**src/rtl/cmtx_pkg.sv**
```systemverilog
package cmtx_pkg;
  typedef enum logic [1:0] {
    REG_DIV  = 2'd0,
    REG_MOD  = 2'd1,
    REG_CMP  = 2'd2,
    REG_CTRL = 2'd3
  } cfg_addr_e;

  localparam int CTRL_RUN_BIT  = 0;
  localparam int CTRL_GATE_BIT = 1;
  localparam int FRAME_BITS    = 10;
  localparam int DATA_BITS     = 8;
endpackage

```
**src/rtl/cmtx_regs.sv**
```systemverilog
module cmtx_regs #(
  parameter int CFG_W = 16,
  parameter int DIV_W = 16,
  parameter int PWM_W = 8
) (
  input  logic             clk,
  input  logic             rst,
  input  logic             cfg_we,
  input  logic [1:0]       cfg_addr,
  input  logic [CFG_W-1:0] cfg_wdata,
  output logic [DIV_W-1:0] div_q,
  output logic [PWM_W-1:0] mod_q,
  output logic [PWM_W-1:0] cmp_q,
  output logic             run_q,
  output logic             gate_q
);
  import cmtx_pkg::*;

  always_ff @(posedge clk) begin
    if (rst) begin
      div_q  <= '0;
      mod_q  <= '0;
      cmp_q  <= '0;
      run_q  <= 1'b0;
      gate_q <= 1'b0;
    end else if (cfg_we) begin
      case (cfg_addr_e'(cfg_addr))
        REG_DIV:  div_q <= cfg_wdata[DIV_W-1:0];
        REG_MOD:  mod_q <= cfg_wdata[PWM_W-1:0];
        REG_CMP:  cmp_q <= cfg_wdata[PWM_W-1:0];
        REG_CTRL: begin
          run_q  <= cfg_wdata[CTRL_RUN_BIT];
          gate_q <= cfg_wdata[CTRL_GATE_BIT];
        end
        default: ;
      endcase
    end
  end
endmodule

```
**src/rtl/cmtx_tx.sv**
```systemverilog
module cmtx_tx #(
  parameter int DIV_W = 16
) (
  input  logic             clk,
  input  logic             rst,
  input  logic             tx_wr,
  input  logic [7:0]       tx_data,
  input  logic [DIV_W-1:0] div,
  output logic             busy,
  output logic             ser
);
  import cmtx_pkg::*;

  localparam int IDX_W = $clog2(FRAME_BITS);
  localparam logic [IDX_W-1:0] LAST_IDX = IDX_W'(FRAME_BITS - 1);

  logic [DATA_BITS:0] shift_q;
  logic [IDX_W-1:0]   idx_q;
  logic [DIV_W-1:0]   baud_q;

  always_ff @(posedge clk) begin
    if (rst) begin
      shift_q <= '1;
      idx_q   <= '0;
      baud_q  <= '0;
      busy    <= 1'b0;
      ser     <= 1'b1;
    end else if (!busy) begin
      if (tx_wr) begin
        shift_q <= {1'b1, tx_data};
        idx_q   <= '0;
        baud_q  <= '0;
        busy    <= 1'b1;
        ser     <= 1'b0;
      end
    end else if (baud_q == div) begin
      baud_q <= '0;
      if (idx_q == LAST_IDX) begin
        busy <= 1'b0;
        ser  <= 1'b1;
      end else begin
        idx_q   <= idx_q + 1'b1;
        ser     <= shift_q[0];
        shift_q <= {1'b1, shift_q[DATA_BITS:1]};
      end
    end else begin
      baud_q <= baud_q + 1'b1;
    end
  end
endmodule

```
**src/rtl/cmtx_pwm.sv**
```systemverilog
module cmtx_pwm #(
  parameter int PWM_W = 8
) (
  input  logic             clk,
  input  logic             rst,
  input  logic             run,
  input  logic [PWM_W-1:0] mod_in,
  input  logic [PWM_W-1:0] cmp_in,
  output logic             carrier,
  output logic [PWM_W-1:0] cnt,
  output logic [PWM_W-1:0] mod_act,
  output logic [PWM_W-1:0] cmp_act
);
  logic reload;

  assign reload  = !run || (cnt == mod_act);
  assign carrier = run && (cnt < cmp_act);

  always_ff @(posedge clk) begin
    if (rst) begin
      cnt     <= '0;
      mod_act <= '0;
      cmp_act <= '0;
    end else begin
      if (reload) begin
        cnt     <= '0;
        mod_act <= mod_in;
        cmp_act <= cmp_in;
      end else begin
        cnt <= cnt + 1'b1;
      end
    end
  end
endmodule

```
**src/rtl/cmtx_mix.sv**
```systemverilog
module cmtx_mix (
  input  logic clk,
  input  logic rst,
  input  logic gate,
  input  logic ser,
  input  logic carrier,
  output logic line_q
);
  always_ff @(posedge clk) begin
    if (rst) line_q <= 1'b1;
    else     line_q <= gate ? (ser & carrier) : ser;
  end
endmodule

```
**src/rtl/cmtx_top.sv**
```systemverilog
module cmtx_top #(
  parameter int CFG_W = 16,
  parameter int DIV_W = 16,
  parameter int PWM_W = 8
) (
  input  logic             clk,
  input  logic             rst,
  input  logic             cfg_we,
  input  logic [1:0]       cfg_addr,
  input  logic [CFG_W-1:0] cfg_wdata,
  input  logic             tx_wr,
  input  logic [7:0]       tx_data,
  output logic             tx_busy,
  output logic             line_out
);
  logic [DIV_W-1:0] div_w;
  logic [PWM_W-1:0] mod_w, cmp_w, cnt_w, mod_act_w, cmp_act_w;
  logic             run_w, gate_w, ser_w, carrier_w;

  cmtx_regs #(.CFG_W(CFG_W), .DIV_W(DIV_W), .PWM_W(PWM_W)) i_regs (
    .clk(clk), .rst(rst), .cfg_we(cfg_we), .cfg_addr(cfg_addr),
    .cfg_wdata(cfg_wdata), .div_q(div_w), .mod_q(mod_w), .cmp_q(cmp_w),
    .run_q(run_w), .gate_q(gate_w)
  );

  cmtx_tx #(.DIV_W(DIV_W)) i_tx (
    .clk(clk), .rst(rst), .tx_wr(tx_wr), .tx_data(tx_data), .div(div_w),
    .busy(tx_busy), .ser(ser_w)
  );

  cmtx_pwm #(.PWM_W(PWM_W)) i_pwm (
    .clk(clk), .rst(rst), .run(run_w), .mod_in(mod_w), .cmp_in(cmp_w),
    .carrier(carrier_w), .cnt(cnt_w), .mod_act(mod_act_w), .cmp_act(cmp_act_w)
  );

  cmtx_mix i_mix (
    .clk(clk), .rst(rst), .gate(gate_w), .ser(ser_w), .carrier(carrier_w),
    .line_q(line_out)
  );
endmodule

```
**config.mk**
```make
export PLATFORM = sky130hd
export DESIGN_NAME = cmtx_top
export DESIGN_NICKNAME = d
export VERILOG_FILES = /design/src/rtl/cmtx_pkg.sv /design/src/rtl/cmtx_regs.sv /design/src/rtl/cmtx_tx.sv /design/src/rtl/cmtx_pwm.sv /design/src/rtl/cmtx_mix.sv /design/src/rtl/cmtx_top.sv
export SDC_FILE = /design/constraint.sdc
export NUM_CORES = 1
export LEC_CHECK = 0
export BUFFER_PORTS_ARGS = -buffer_cell sky130_fd_sc_hd__buf_2
export CORE_MARGIN = 2
export CORE_UTILIZATION = 35
export DETAILED_ROUTE_END_ITERATION = 12
export GPL_TIMING_DRIVEN = 0
export SETUP_SLACK_MARGIN = 0.15
export SYNTH_ARGS = -nofsm -noshare
export SYNTH_HDL_FRONTEND = slang
export SYNTH_SLANG_ARGS = --single-unit
```
**constraint.sdc**
```tcl
create_clock -name clk -period 5.6 [get_ports clk]
set_input_delay 0.28 -clock clk [delete_from_list [all_inputs] [get_ports clk]]
set_output_delay 0.28 -clock clk [all_outputs]
set_load 0.05 [all_outputs]
```
==> metrics.cfg <==
[worst_setup_path]
crit_required_ps=5840
path_cells=buf_6 -> xnor2_2 -> nand4_2 -> nor4_4 -> or3b_1 -> buf_6 -> o21ai_1 -> a21o_1
rr_endpoint=i_tx.baud_q[8]$_SDFFE_PP0P_
crit_fanout=10
worstPathArrival_ps=2460
endpoint_kind=flip-flop
reg2reg_slack_ps=3380
cpPeakStageDelay_ps=600
r2r-start=i_tx.baud_q[10]$_SDFFE_PP0P_
cp_slowest_cell=nor4_4
startpoint_type=flip-flop
cpMostUsedCell=buf_6
worstRegToRegCells=8
crit_type=flip-flop to flip-flop

[timing]
tightest_slew_ps=962.4
whs_ps=174.5
fin_skew_ps=3.451
final_max_slew_viol_count=0
slew_headroom=0.3534
rsz0062_at_grt=no
hold_viol=0
setup-tns-final_ps=0
max_freq_ghz=0.4504
min_period_over_period=0.3965
finalSetupViolations=0
period_minus_slack_ps=2220

[drt]
via_count=3271
dr.pass1.iters=5
viasPerCell=5.009
wl_um=9005
drcViolationCount=0
drt_iter0_drc=133
ant_nets=0
drt-wirelength-per-cell_um=13.79

[yosys]
synthesis.nets=505
synthFlopType=dfxtp_1
ys_seq_area_frac=0.4402
synth_area_leader_cell=dfxtp_1
synth_top_area_frac=0.4402
yosys_warnings=0
synth_edf_count=0
ys_ff_latch=89
ys_types=47
yosys-top-cells-area=dfxtp_1, mux2i_1, xnor2_1, nor2_1, a21oi_1
netlist_instances=464
synth-async-reset-ratio=0
synth_area_um2=4048
synth.avg_cell_area_um2=8.723

[pwr]
p_leak_nw=1.822
power_density_nw_per_um2=294.0
peakVddDrop_v=0.0002021

[global_route]
grt_max_degree=17
grt_pass1_vias=3229
grt_usage=0.1527
antenna_found_initial=0
grt_remaining_overflow=0
grt_first_pass_wirelength_um=15310

[cts]
cts_tree=built
cts_resized=0
ctsHoldBuffers=0
clk_pin_slew_ps=70
numCtsBuffers=9
insertion_delay_ps=340
clkSinkCount=89
htree_num_levels=3
cts_setup_buffers=0
clk_path_buf_depth=2
root_buffer=clkbuf_16

[placed_design]
dp.cells=637
port_buffers=30
gp_congestion=0.7592
dpl-instance-area_um2=4377
hpwl_um=6630

[floorplan]
die_area_um2=12440
core_um2=11370
initial_core_util=0.3560
die_w_um=111.5
die_y_um=111.5
rows=39
io_pins=32

[layout]
fin_area_um2=4667
final_common_cell=dfxtp_1
final_cell_mix=dfxtp_1, nor2_1, nand2_1, a21oi_1, buf_2
final_layout_size_suffix_gt1_frac=0.1235
diodes=0
area_growth_pct=15.30
finalNetCount=546
fill_cells=1149
fin_cells=653

[outcome]
status=finished, final reports clean

[min_path]
min_path_cells=3
worstHoldStart=cfg_wdata[10]
min_to=i_regs.div_q[10]$_SDFFE_PP0P_
min_path_type=input pin to flip-flop

[job]
cap_viol_max_count=0

## metal layers
layer	part of all wire	GRT usage	vias to the layer above	wire length (µm)
li1	-	-	1664	-
met5	0	0	-	0
met1	0.47	0.1803	1537	4223
met3	0.037	0.04845	13	337
met4	0.016	0.05350	0	146
met2	0.48	0.2622	57	4298
## critical path: cells and delay by family (launching register included)
kind                   cells  cell delay [ps]
flip-flops                 1              310
buffers and inverters      2              300
AO/OA/AOI/OAI              2              260
AND/OR/NAND/NOR            3             1070
XOR/XNOR                   1              180
## state kept, by name, summed over array words and instances (netlist names), 4 cells and up
| signal | flops |
|---|---|
| i_tx.baud_q | 16 |
| i_pwm.cmp_act | 8 |
| i_pwm.mod_act | 8 |
| i_regs.mod_q | 8 |
| i_tx.idx_q | 4 |
| i_regs.div_q | 16 |
| i_regs.cmp_q | 8 |
| i_tx.shift_q | 8 |
| i_pwm.cnt | 8 |
## area by class of cell
cell class | count | area [µm²] | share of cell area
Buffer | 24 | 118.9 | 0.02547
Multi-Input combinational cell | 338 | 2098 | 0.4496
Clock buffer | 10 | 239.0 | 0.05121
Clock inverter | 6 | 51.30 | 0.01099
Timing Repair Buffer | 30 | 150.1 | 0.03217
Inverter | 13 | 48.80 | 0.01046
Sequential cell | 89 | 1782 | 0.3818
Tap cell | 143 | 178.9 | 0.03834
## worst max path at each step
stage	from	end	slack [ps]	depth (start not counted)
5_1_grt	i_tx.baud_q[0]$_SDFFE_PP0P_	i_tx.baud_q[9]$_SDFFE_PP0P_	3200	7
3_3_place_gp	i_tx.baud_q[10]$_SDFFE_PP0P_	i_tx.baud_q[8]$_SDFFE_PP0P_	3410	8
4_1_cts	i_tx.baud_q[10]$_SDFFE_PP0P_	i_tx.baud_q[8]$_SDFFE_PP0P_	3380	8
6_report	i_tx.baud_q[10]$_SDFFE_PP0P_	i_tx.baud_q[8]$_SDFFE_PP0P_	3380	8
3_5_place_dp	i_tx.baud_q[10]$_SDFFE_PP0P_	i_tx.baud_q[8]$_SDFFE_PP0P_	3390	8
2_1_floorplan	i_tx.baud_q[10]$_SDFFE_PP0P_	i_tx.baud_q[8]$_SDFFE_PP0P_	3720	8
## synthesized netlist by cell type, types with 2 or more instances
library cell	instances
a211oi_1	8
a21o_1	3
a21oi_1	41
a21oi_2	2
a22o_1	3
and3_1	3
buf_1	2
buf_2	2
buf_6	3
clkbuf_1	16
dfxtp_1	89
ha_1	11
inv_1	13
mux2i_1	30
nand2_1	50
nand2b_1	2
nand3_1	18
nand3b_1	3
nand4_1	6
nor2_1	58
nor2b_1	10
nor3_1	16
nor3b_1	5
o21ai_0	10
o21ai_1	4
or3_1	4
xnor2_1	26
xor2_1	7
## cell families after synthesis
family / synth area share
adders and majority gates: 0.03400
and+or+nand+nor: 0.2176
buffers and inverters: 0.04142
AOI/OAI and AO/OA: 0.1144
xor gates and xnor gates: 0.07543
DFF: 0.4402
muxes: 0.07697
## report_power, final
part	switching, mW	total, mW	internal (mW)	leakage (nW)
combinational	0.0772	0.129	0.0522	0.955
clock	0.257	0.576	0.319	0.145
sequential	0.0132	0.666	0.653	0.723
## stage by stage
stage	setup WS, ps	power, mW	utilization
2_1_floorplan	3723	0.7689	-
5_1_grt	3203	1.436	0.4105
4_1_cts	3375	1.390	0.4105
6_report	3380	1.372	0.4105
3_5_place_dp	3385	0.8102	0.3849
3_3_place_gp	3411	0.8069	0.3849
Power figures use the tool's default switching activity.
